## config.mk

```make
export PLATFORM = sky130hd
export DESIGN_NAME = cfg_loader_regs
export DESIGN_NICKNAME = d
export VERILOG_FILES = /design/src/rtl/cfgl_pkg.sv /design/src/rtl/cfgl_addr_decode.sv /design/src/rtl/cfgl_mode_regs.sv /design/src/rtl/cfgl_burst.sv /design/src/rtl/cfg_loader_regs.sv
export SDC_FILE = /design/constraint.sdc
export NUM_CORES = 1
export LEC_CHECK = 0
export CORE_AREA = 2 2 118 166
export CTS_CLUSTER_DIAMETER = 150
export DETAILED_ROUTE_END_ITERATION = 7
export DIE_AREA = 0 0 120 168
export PLACE_DENSITY = 0.55
export SLEW_MARGIN = 15
export SYNTH_ARGS = -nofsm -noshare
export SYNTH_HDL_FRONTEND = slang
export SYNTH_HIERARCHICAL = 1
export SYNTH_SLANG_ARGS = --single-unit
```

## constraint.sdc

```tcl
create_clock -name clk -period 7.5 [get_ports clk]
set_input_delay 1.5 -clock clk [delete_from_list [all_inputs] [get_ports clk]]
set_output_delay 1.5 -clock clk [all_outputs]
set_load 0.02 [all_outputs]
```

## src/rtl/cfgl_pkg.sv

```systemverilog
package cfgl_pkg;
   localparam int OFF_MODE = 'h000;
   localparam int OFF_LO   = 'h004;
   localparam int OFF_HI   = 'h008;
   localparam int OFF_STAT = 'h00C;
   localparam int BIT_CFG  = 0;
   localparam int BIT_CLK  = 1;
   localparam int BIT_WIDE = 2;
   localparam int CNT_LSB  = 8;
   localparam int WORD_W   = 32;
endpackage

```

## src/rtl/cfgl_addr_decode.sv

```systemverilog
module cfgl_addr_decode
   import cfgl_pkg::*;
#(
   parameter int AW       = 12,
   parameter int WIN_BASE = 'h800,
   parameter int WIN_LAST = 'hFFF
) (
   input  logic          clk,
   input  logic          rst_n,
   input  logic          req_wr,
   input  logic [AW-1:0] req_addr,
   input  logic [3:0]    req_be,
   input  logic          cfg_mode,
   input  logic          busy,
   output logic          wr_mode,
   output logic          wr_lo,
   output logic          wr_hi,
   output logic          wait_o
);
   logic full_be, in_win, lo_hit, hi_hit, data_req;

   assign full_be  = &req_be;
   assign in_win   = (req_addr >= AW'(WIN_BASE)) && (req_addr <= AW'(WIN_LAST));
   assign lo_hit   = (req_addr == AW'(OFF_LO)) || (cfg_mode && in_win);
   assign hi_hit   = (req_addr == AW'(OFF_HI));
   assign data_req = req_wr && full_be && (lo_hit || hi_hit);
   assign wait_o   = data_req && busy;
   assign wr_lo    = req_wr && full_be && lo_hit && !busy;
   assign wr_hi    = req_wr && full_be && hi_hit && !busy;
   assign wr_mode  = req_wr && (req_addr == AW'(OFF_MODE));

   assert_wait_busy_R10: assert property (@(posedge clk) disable iff (!rst_n)
      wait_o |-> busy);
   assert_partial_be_R7: assert property (@(posedge clk) disable iff (!rst_n)
      !(&req_be) |-> (!wr_lo && !wr_hi));
endmodule

```

## src/rtl/cfgl_mode_regs.sv

```systemverilog
module cfgl_mode_regs
   import cfgl_pkg::*;
#(
   parameter int CNT_W     = 8,
   parameter bit HAS_UPPER = 1'b1
) (
   input  logic              clk,
   input  logic              rst_n,
   input  logic              wr_mode,
   input  logic [WORD_W-1:0] wdata,
   input  logic [3:0]        be,
   input  logic              enable_i,
   output logic              cfg_mode,
   output logic              clk_sel,
   output logic              wide,
   output logic [CNT_W-1:0]  count
);
   if (CNT_W < 1 || CNT_W > 8) begin : g_bad_cnt
      $error("CNT_W must be 1..8");
   end

   always_ff @(posedge clk) begin
      if (!rst_n) begin
         cfg_mode <= 1'b0;
         clk_sel  <= 1'b0;
         count    <= '0;
      end else if (wr_mode) begin
         if (be[0]) begin
            cfg_mode <= wdata[BIT_CFG] && enable_i;
            clk_sel  <= wdata[BIT_CLK];
         end
         if (be[1]) count <= wdata[CNT_LSB +: CNT_W];
      end
   end

   if (HAS_UPPER) begin : g_wide
      always_ff @(posedge clk) begin
         if (!rst_n)                wide <= 1'b0;
         else if (wr_mode && be[0]) wide <= wdata[BIT_WIDE];
      end
   end else begin : g_narrow
      assign wide = 1'b0;
   end

   assert_mode_gate_R2: assert property (@(posedge clk) disable iff (!rst_n)
      $rose(cfg_mode) |-> $past(enable_i));
endmodule

```

## src/rtl/cfgl_burst.sv

```systemverilog
module cfgl_burst
   import cfgl_pkg::*;
#(
   parameter int CNT_W     = 8,
   parameter bit HAS_UPPER = 1'b1
) (
   input  logic                clk,
   input  logic                rst_n,
   input  logic                wr_lo,
   input  logic                wr_hi,
   input  logic [WORD_W-1:0]   wdata,
   input  logic [CNT_W-1:0]    count,
   input  logic                wide,
   output logic [2*WORD_W-1:0] data_o,
   output logic [WORD_W-1:0]   lo_q,
   output logic [WORD_W-1:0]   hi_q,
   output logic                busy,
   output logic                cfg_clk,
   output logic                cfg_valid
);
   localparam int HC_W = CNT_W + 1;
   logic [HC_W-1:0] half_cnt;

   always_ff @(posedge clk) begin
      if (!rst_n) begin
         lo_q     <= '0;
         half_cnt <= '0;
         cfg_clk  <= 1'b0;
      end else if (wr_lo) begin
         lo_q     <= wdata;
         half_cnt <= {count, 1'b0};
         cfg_clk  <= 1'b0;
      end else if (half_cnt != '0) begin
         half_cnt <= half_cnt - 1'b1;
         cfg_clk  <= ~cfg_clk;
      end
   end

   if (HAS_UPPER) begin : g_hi
      always_ff @(posedge clk) begin
         if (!rst_n)     hi_q <= '0;
         else if (wr_hi) hi_q <= wdata;
      end
      assign data_o[2*WORD_W-1:WORD_W] = wide ? hi_q : '0;
   end else begin : g_no_hi
      assign hi_q = '0;
      assign data_o[2*WORD_W-1:WORD_W] = '0;
   end

   assign data_o[WORD_W-1:0] = lo_q;
   assign busy      = (half_cnt != '0);
   assign cfg_valid = busy;

   assert_clk_in_burst_R5: assert property (@(posedge clk) disable iff (!rst_n)
      cfg_clk |-> busy);
   assert_zero_count_R6: assert property (@(posedge clk) disable iff (!rst_n)
      (wr_lo && count == '0) |=> !busy);
   assert_stable_data_R10: assert property (@(posedge clk) disable iff (!rst_n)
      (busy && $past(busy)) |-> $stable(lo_q));
   assert_hi_no_burst_R9: assert property (@(posedge clk) disable iff (!rst_n)
      (wr_hi && !busy) |=> !busy);
endmodule

```

## src/rtl/cfg_loader_regs.sv

```systemverilog
module cfg_loader_regs
   import cfgl_pkg::*;
#(
   parameter int AW        = 12,
   parameter int CNT_W     = 8,
   parameter bit HAS_UPPER = 1'b1,
   parameter int WIN_BASE  = 'h800,
   parameter int WIN_LAST  = 'hFFF
) (
   input  logic          clk,
   input  logic          rst_n,
   input  logic          req_wr,
   input  logic [AW-1:0] req_addr,
   input  logic [31:0]   req_wdata,
   input  logic [3:0]    req_be,
   output logic [31:0]   rdata_o,
   output logic          wait_o,
   input  logic          enable_i,
   input  logic          user_mode_i,
   input  logic          core_ready_i,
   output logic          route_cfg_o,
   output logic          clk_sel_o,
   output logic [63:0]   cfg_data_o,
   output logic          cfg_valid_o,
   output logic          cfg_clk_o
);
   if (AW < 4 || WIN_LAST < WIN_BASE || WIN_LAST >= (1 << AW)) begin : g_bad_map
      $error("address map parameters inconsistent");
   end

   logic             wr_mode, wr_lo, wr_hi, busy;
   logic             cfg_mode, clk_sel, wide;
   logic [CNT_W-1:0] count;
   logic [31:0]      lo_q, hi_q;

   cfgl_addr_decode #(.AW(AW), .WIN_BASE(WIN_BASE), .WIN_LAST(WIN_LAST)) u_dec (
      .clk(clk), .rst_n(rst_n), .req_wr(req_wr), .req_addr(req_addr),
      .req_be(req_be), .cfg_mode(cfg_mode), .busy(busy),
      .wr_mode(wr_mode), .wr_lo(wr_lo), .wr_hi(wr_hi), .wait_o(wait_o));

   cfgl_mode_regs #(.CNT_W(CNT_W), .HAS_UPPER(HAS_UPPER)) u_mode (
      .clk(clk), .rst_n(rst_n), .wr_mode(wr_mode), .wdata(req_wdata),
      .be(req_be), .enable_i(enable_i), .cfg_mode(cfg_mode),
      .clk_sel(clk_sel), .wide(wide), .count(count));

   cfgl_burst #(.CNT_W(CNT_W), .HAS_UPPER(HAS_UPPER)) u_burst (
      .clk(clk), .rst_n(rst_n), .wr_lo(wr_lo), .wr_hi(wr_hi),
      .wdata(req_wdata), .count(count), .wide(wide), .data_o(cfg_data_o),
      .lo_q(lo_q), .hi_q(hi_q), .busy(busy), .cfg_clk(cfg_clk_o),
      .cfg_valid(cfg_valid_o));

   assign route_cfg_o = cfg_mode;
   assign clk_sel_o   = (user_mode_i && core_ready_i) ? clk_sel : 1'b1;

   always_comb begin
      rdata_o = '0;
      if (req_addr == AW'(OFF_MODE)) begin
         rdata_o[BIT_CFG]         = cfg_mode;
         rdata_o[BIT_CLK]         = clk_sel;
         rdata_o[BIT_WIDE]        = wide;
         rdata_o[CNT_LSB +: 8]    = 8'(count);
      end else if (req_addr == AW'(OFF_LO)) begin
         rdata_o = lo_q;
      end else if (req_addr == AW'(OFF_HI)) begin
         rdata_o = hi_q;
      end else if (req_addr == AW'(OFF_STAT)) begin
         rdata_o[0] = busy;
      end
   end
endmodule

```

==> results.yml <==
logic_synthesis:
  yosysTopAreaCell: "dfxtp_1"
  synth-seq-area-share_pct: 36.8
  yosysUniqueCellTypes: 43
  synth_cells: 498
  async_flop_share_pct: 0
  ys_ff_latch: 85
  syn_nets: 553
  synth-main-ff-cell: "dfxtp_1"
  synth_top_area_share_pct: 36.8
  synth-edff-count: 0
  syn_area_um2: 4620
  ys_warn_count: 6
  syn_area_per_cell_um2: 9.27
  synth_area_leaders: "dfxtp_1 37%, mux2i_1 16%, nor2b_1 9.3%"
finish:
  antenna_cells: 0
  drive_gt1_share_pct: 7.25
  final_area_um2: 6450
  nNetsFinal: 657
  final-instance-count-excl-fill: 855
  syn2layout_area_growth_pct: 39.7
die:
  die_w_um: 120
  core_um2: 18800
  design.die.area_um2: 20200
  die_h_um: 168
  initial_core_util_pct: 24.5
  pin_count: 155
  rows: 60
worst_setup_path:
  r2r_end: "u_burst/half_cnt[6]"
  critPathMaxFanout: 18
  crit_path_start_kind: "input port"
  slowest_stage: "clkdlybuf4s50_1"
  cp_common_cell: "clkdlybuf4s50_1"
  reg2reg_slack_ns: 3.70
  max_stage_delay_ns: 0.95
  r2r_start: "u_burst/half_cnt[0]"
  end_kind: "output port"
  arrival_ns: 4.41
  crit_type: "in -> out"
  worstPathRequired_ns: 6.00
  cp_cell_sequence: "clkdlybuf4s50_1 -> nor2b_2 -> buf_4 -> nand2_1 -> a21oi_1 -> clkdlybuf4s50_1"
  reg2reg_depth: 11
routing:
  post-route-drc-count: 0
  met3_length_um: 714
  via_per_inst: 4.49
  wl_mm: 14.3
  wire_per_inst_um: 16.7
  drt_pre_antenna_iters: 6
  drtAntennaViolNets: 0
  drt_iter0_drc: 112
  m1WireLength_mm: 6.07
  num_vias: 3843
  wl_met2_mm: 7.25
  top_layer: "met4"
placed_design:
  dpl.hpwl_mm: 10.2
  gp_congestion: 0.783
  port_buffers: 154
  place_area_um2: 6120
  dpl.cell_count: 839
timing:
  drv_slew: 0
  hold_viol_final: 0
  post-route-period-util_pct: 78.8
  hold_ws_ns: 0.517
  setup_viol: 0
  relSlewSlack_pct: 25.3
  finClkSkew_ns: 0.0113
  fin_setup_tns_ns: 0
  tightest_slew_ns: 1.12
  layout_min_cycle_time_ns: 5.91
  fmax_mhz: 169
  rsz0062_at_grt: "no"
clock_tree:
  cts_resized: 0
  path_clk_slew_ns: 0.07
  cts_sinks: 85
  clk_path_buf_depth: 2
  cts_buffers: 9
  htree_levels: 3
  cts_tree: "built"
  clock_latency_ns: 0.34
  clk_root_buffer_cell: "clkbuf_16"
  post_cts_buffers: 0
  postCtsHoldBufs: 0
worst_hold_path:
  hp-start: "u_burst/cfg_clk"
  hold_depth: 2
  hold_path.class: "reg -> reg"
  hold_end: "u_burst/cfg_clk"
power_and_ir_drop:
  power_density_nw_per_um2: 190
  totalPowerFinal_w: 0.00123
  p_leak_nw: 2.00
  ir_drop_v: 0.0000864
grt:
  grt_pass1_wl_mm: 22.2
  grt_pass1_vias: 4055
  track_usage_pct: 14.0
  antenna_found_initial: 0
  overflow: 0
  grt_max_degree: 86
run:
  cap_violations: 0
outcome:
  status: "completed"
==> metal layers <==
metal,track usage [%],vias up
li1,-,1873
met3,3.29,16
met1,16.1,1849
met5,0,-
met2,25.0,105
met4,5.06,0
==> final cells by class <==
| type | count | area (um2) |
|---|---|---|
| Fill cell | 1911 | 12400 |
| Multi-Input combinational cell | 341 | 2510 |
| Sequential cell | 85 | 1700 |
| Timing Repair Buffer | 160 | 1580 |
| Tap cell | 248 | 310 |
| Clock buffer | 9 | 225 |
| Clock inverter | 7 | 103 |
| Inverter | 5 | 18.8 |
==> cells in the mapped netlist, types with 2 or more instances <==
cell and number:
buf_6 3, buf_4 34, inv_1 5, o21a_1 10
nor4_4 2, and2_1 34, nor4_1 2, a22oi_1 21
nor2b_1 69, nand2_1 15, nor4b_2 2, o21ai_0 2
buf_2 14, nand3_1 5, dfxtp_1 85, nand3b_1 2
and3_2 6, a21boi_0 10, nor2_1 27, or2_1 10
mux2i_1 75, nand4_1 4, xor2_1 4, and3_1 4
a21oi_1 14, a32o_1 4, xnor2_1 4, clkbuf_1 16
==> report_power, final <==
group / internal (W) / switching (W) / leakage [nW]
Combinational: 0.000122 / 0.000119 / 1.16
Clock: 0.000297 / 0.000197 / 0.157
Sequential: 0.000474 / 0.0000181 / 0.687
==> state kept, by name, indices dropped and copies added, names as in the netlist <==
register,count
u_burst/hi_q,32
u_burst/half_cnt,9
u_mode/clk_sel,1
u_burst/lo_q,32
u_burst/cfg_clk,1
u_mode/cfg_mode,1
u_mode/count,8
u_mode/wide,1
==> layout by cell type (no fill, tap or decap), types with 2 or more instances in the layout <==
cell,n
clkdlybuf4s50_1,153
dfxtp_1,84
mux2i_1,75
nor2b_1,67
and2_1,34
nor2_1,27
a22oi_1,21
nand2_1,15
a21oi_1,13
or2_1,10
a21boi_0,10
o21a_1,10
clkbuf_16,9
buf_4,6
and3_2,6
nand3_1,5
inv_1,5
inv_6,4
xnor2_1,4
a32o_1,4
xor2_1,4
nand4_1,4
and3_1,4
nor4_1,2
nor2b_2,2
nand3b_1,2
bufinv_16,2
o21ai_0,2
nor4_4,2
nor4b_4,2
==> logic make-up after synthesis <==
kind of cell | synth area share [%]
adder cells (fa/ha/maj) | 0.271
AO/OA/AOI/OAI | 9.92
buffers and inverters | 9.48
multiplexers | 16.7
XOR/XNOR | 1.52
flip-flops | 36.8
AND/OR/NAND/NOR | 25.2
==> worst max-delay path by stage <==
stage	start	end	slack (ns)	depth (start not counted)
2_1_floorplan	req_addr[7]	rdata_o[10]	3.55	4
3_3_place_gp	req_addr[3]	rdata_o[9]	1.65	6
3_5_place_dp	req_addr[3]	rdata_o[10]	1.52	6
4_1_cts	req_addr[3]	rdata_o[24]	1.52	6
5_1_grt	req_addr[3]	rdata_o[26]	1.38	6
6_report	req_addr[3]	rdata_o[8]	1.59	6
==> stage by stage <==
stage	worst slack, ns	util [%]
3_3_place_gp	1.65	32.5
3_5_place_dp	1.52	32.5
4_1_cts	1.52	34.2
2_1_floorplan	3.55	-
5_1_grt	1.38	34.2
6_report	1.59	34.2
==> worst max-delay path: cells and delay by family <==
family | cells | cell delay (ns)
buffers and inverters | 3 | 1.95
and+or+nand+nor | 2 | 0.76
AOI/OAI and AO/OA | 1 | 0.17
No activity file was read; power rests on OpenSTA's default activity.
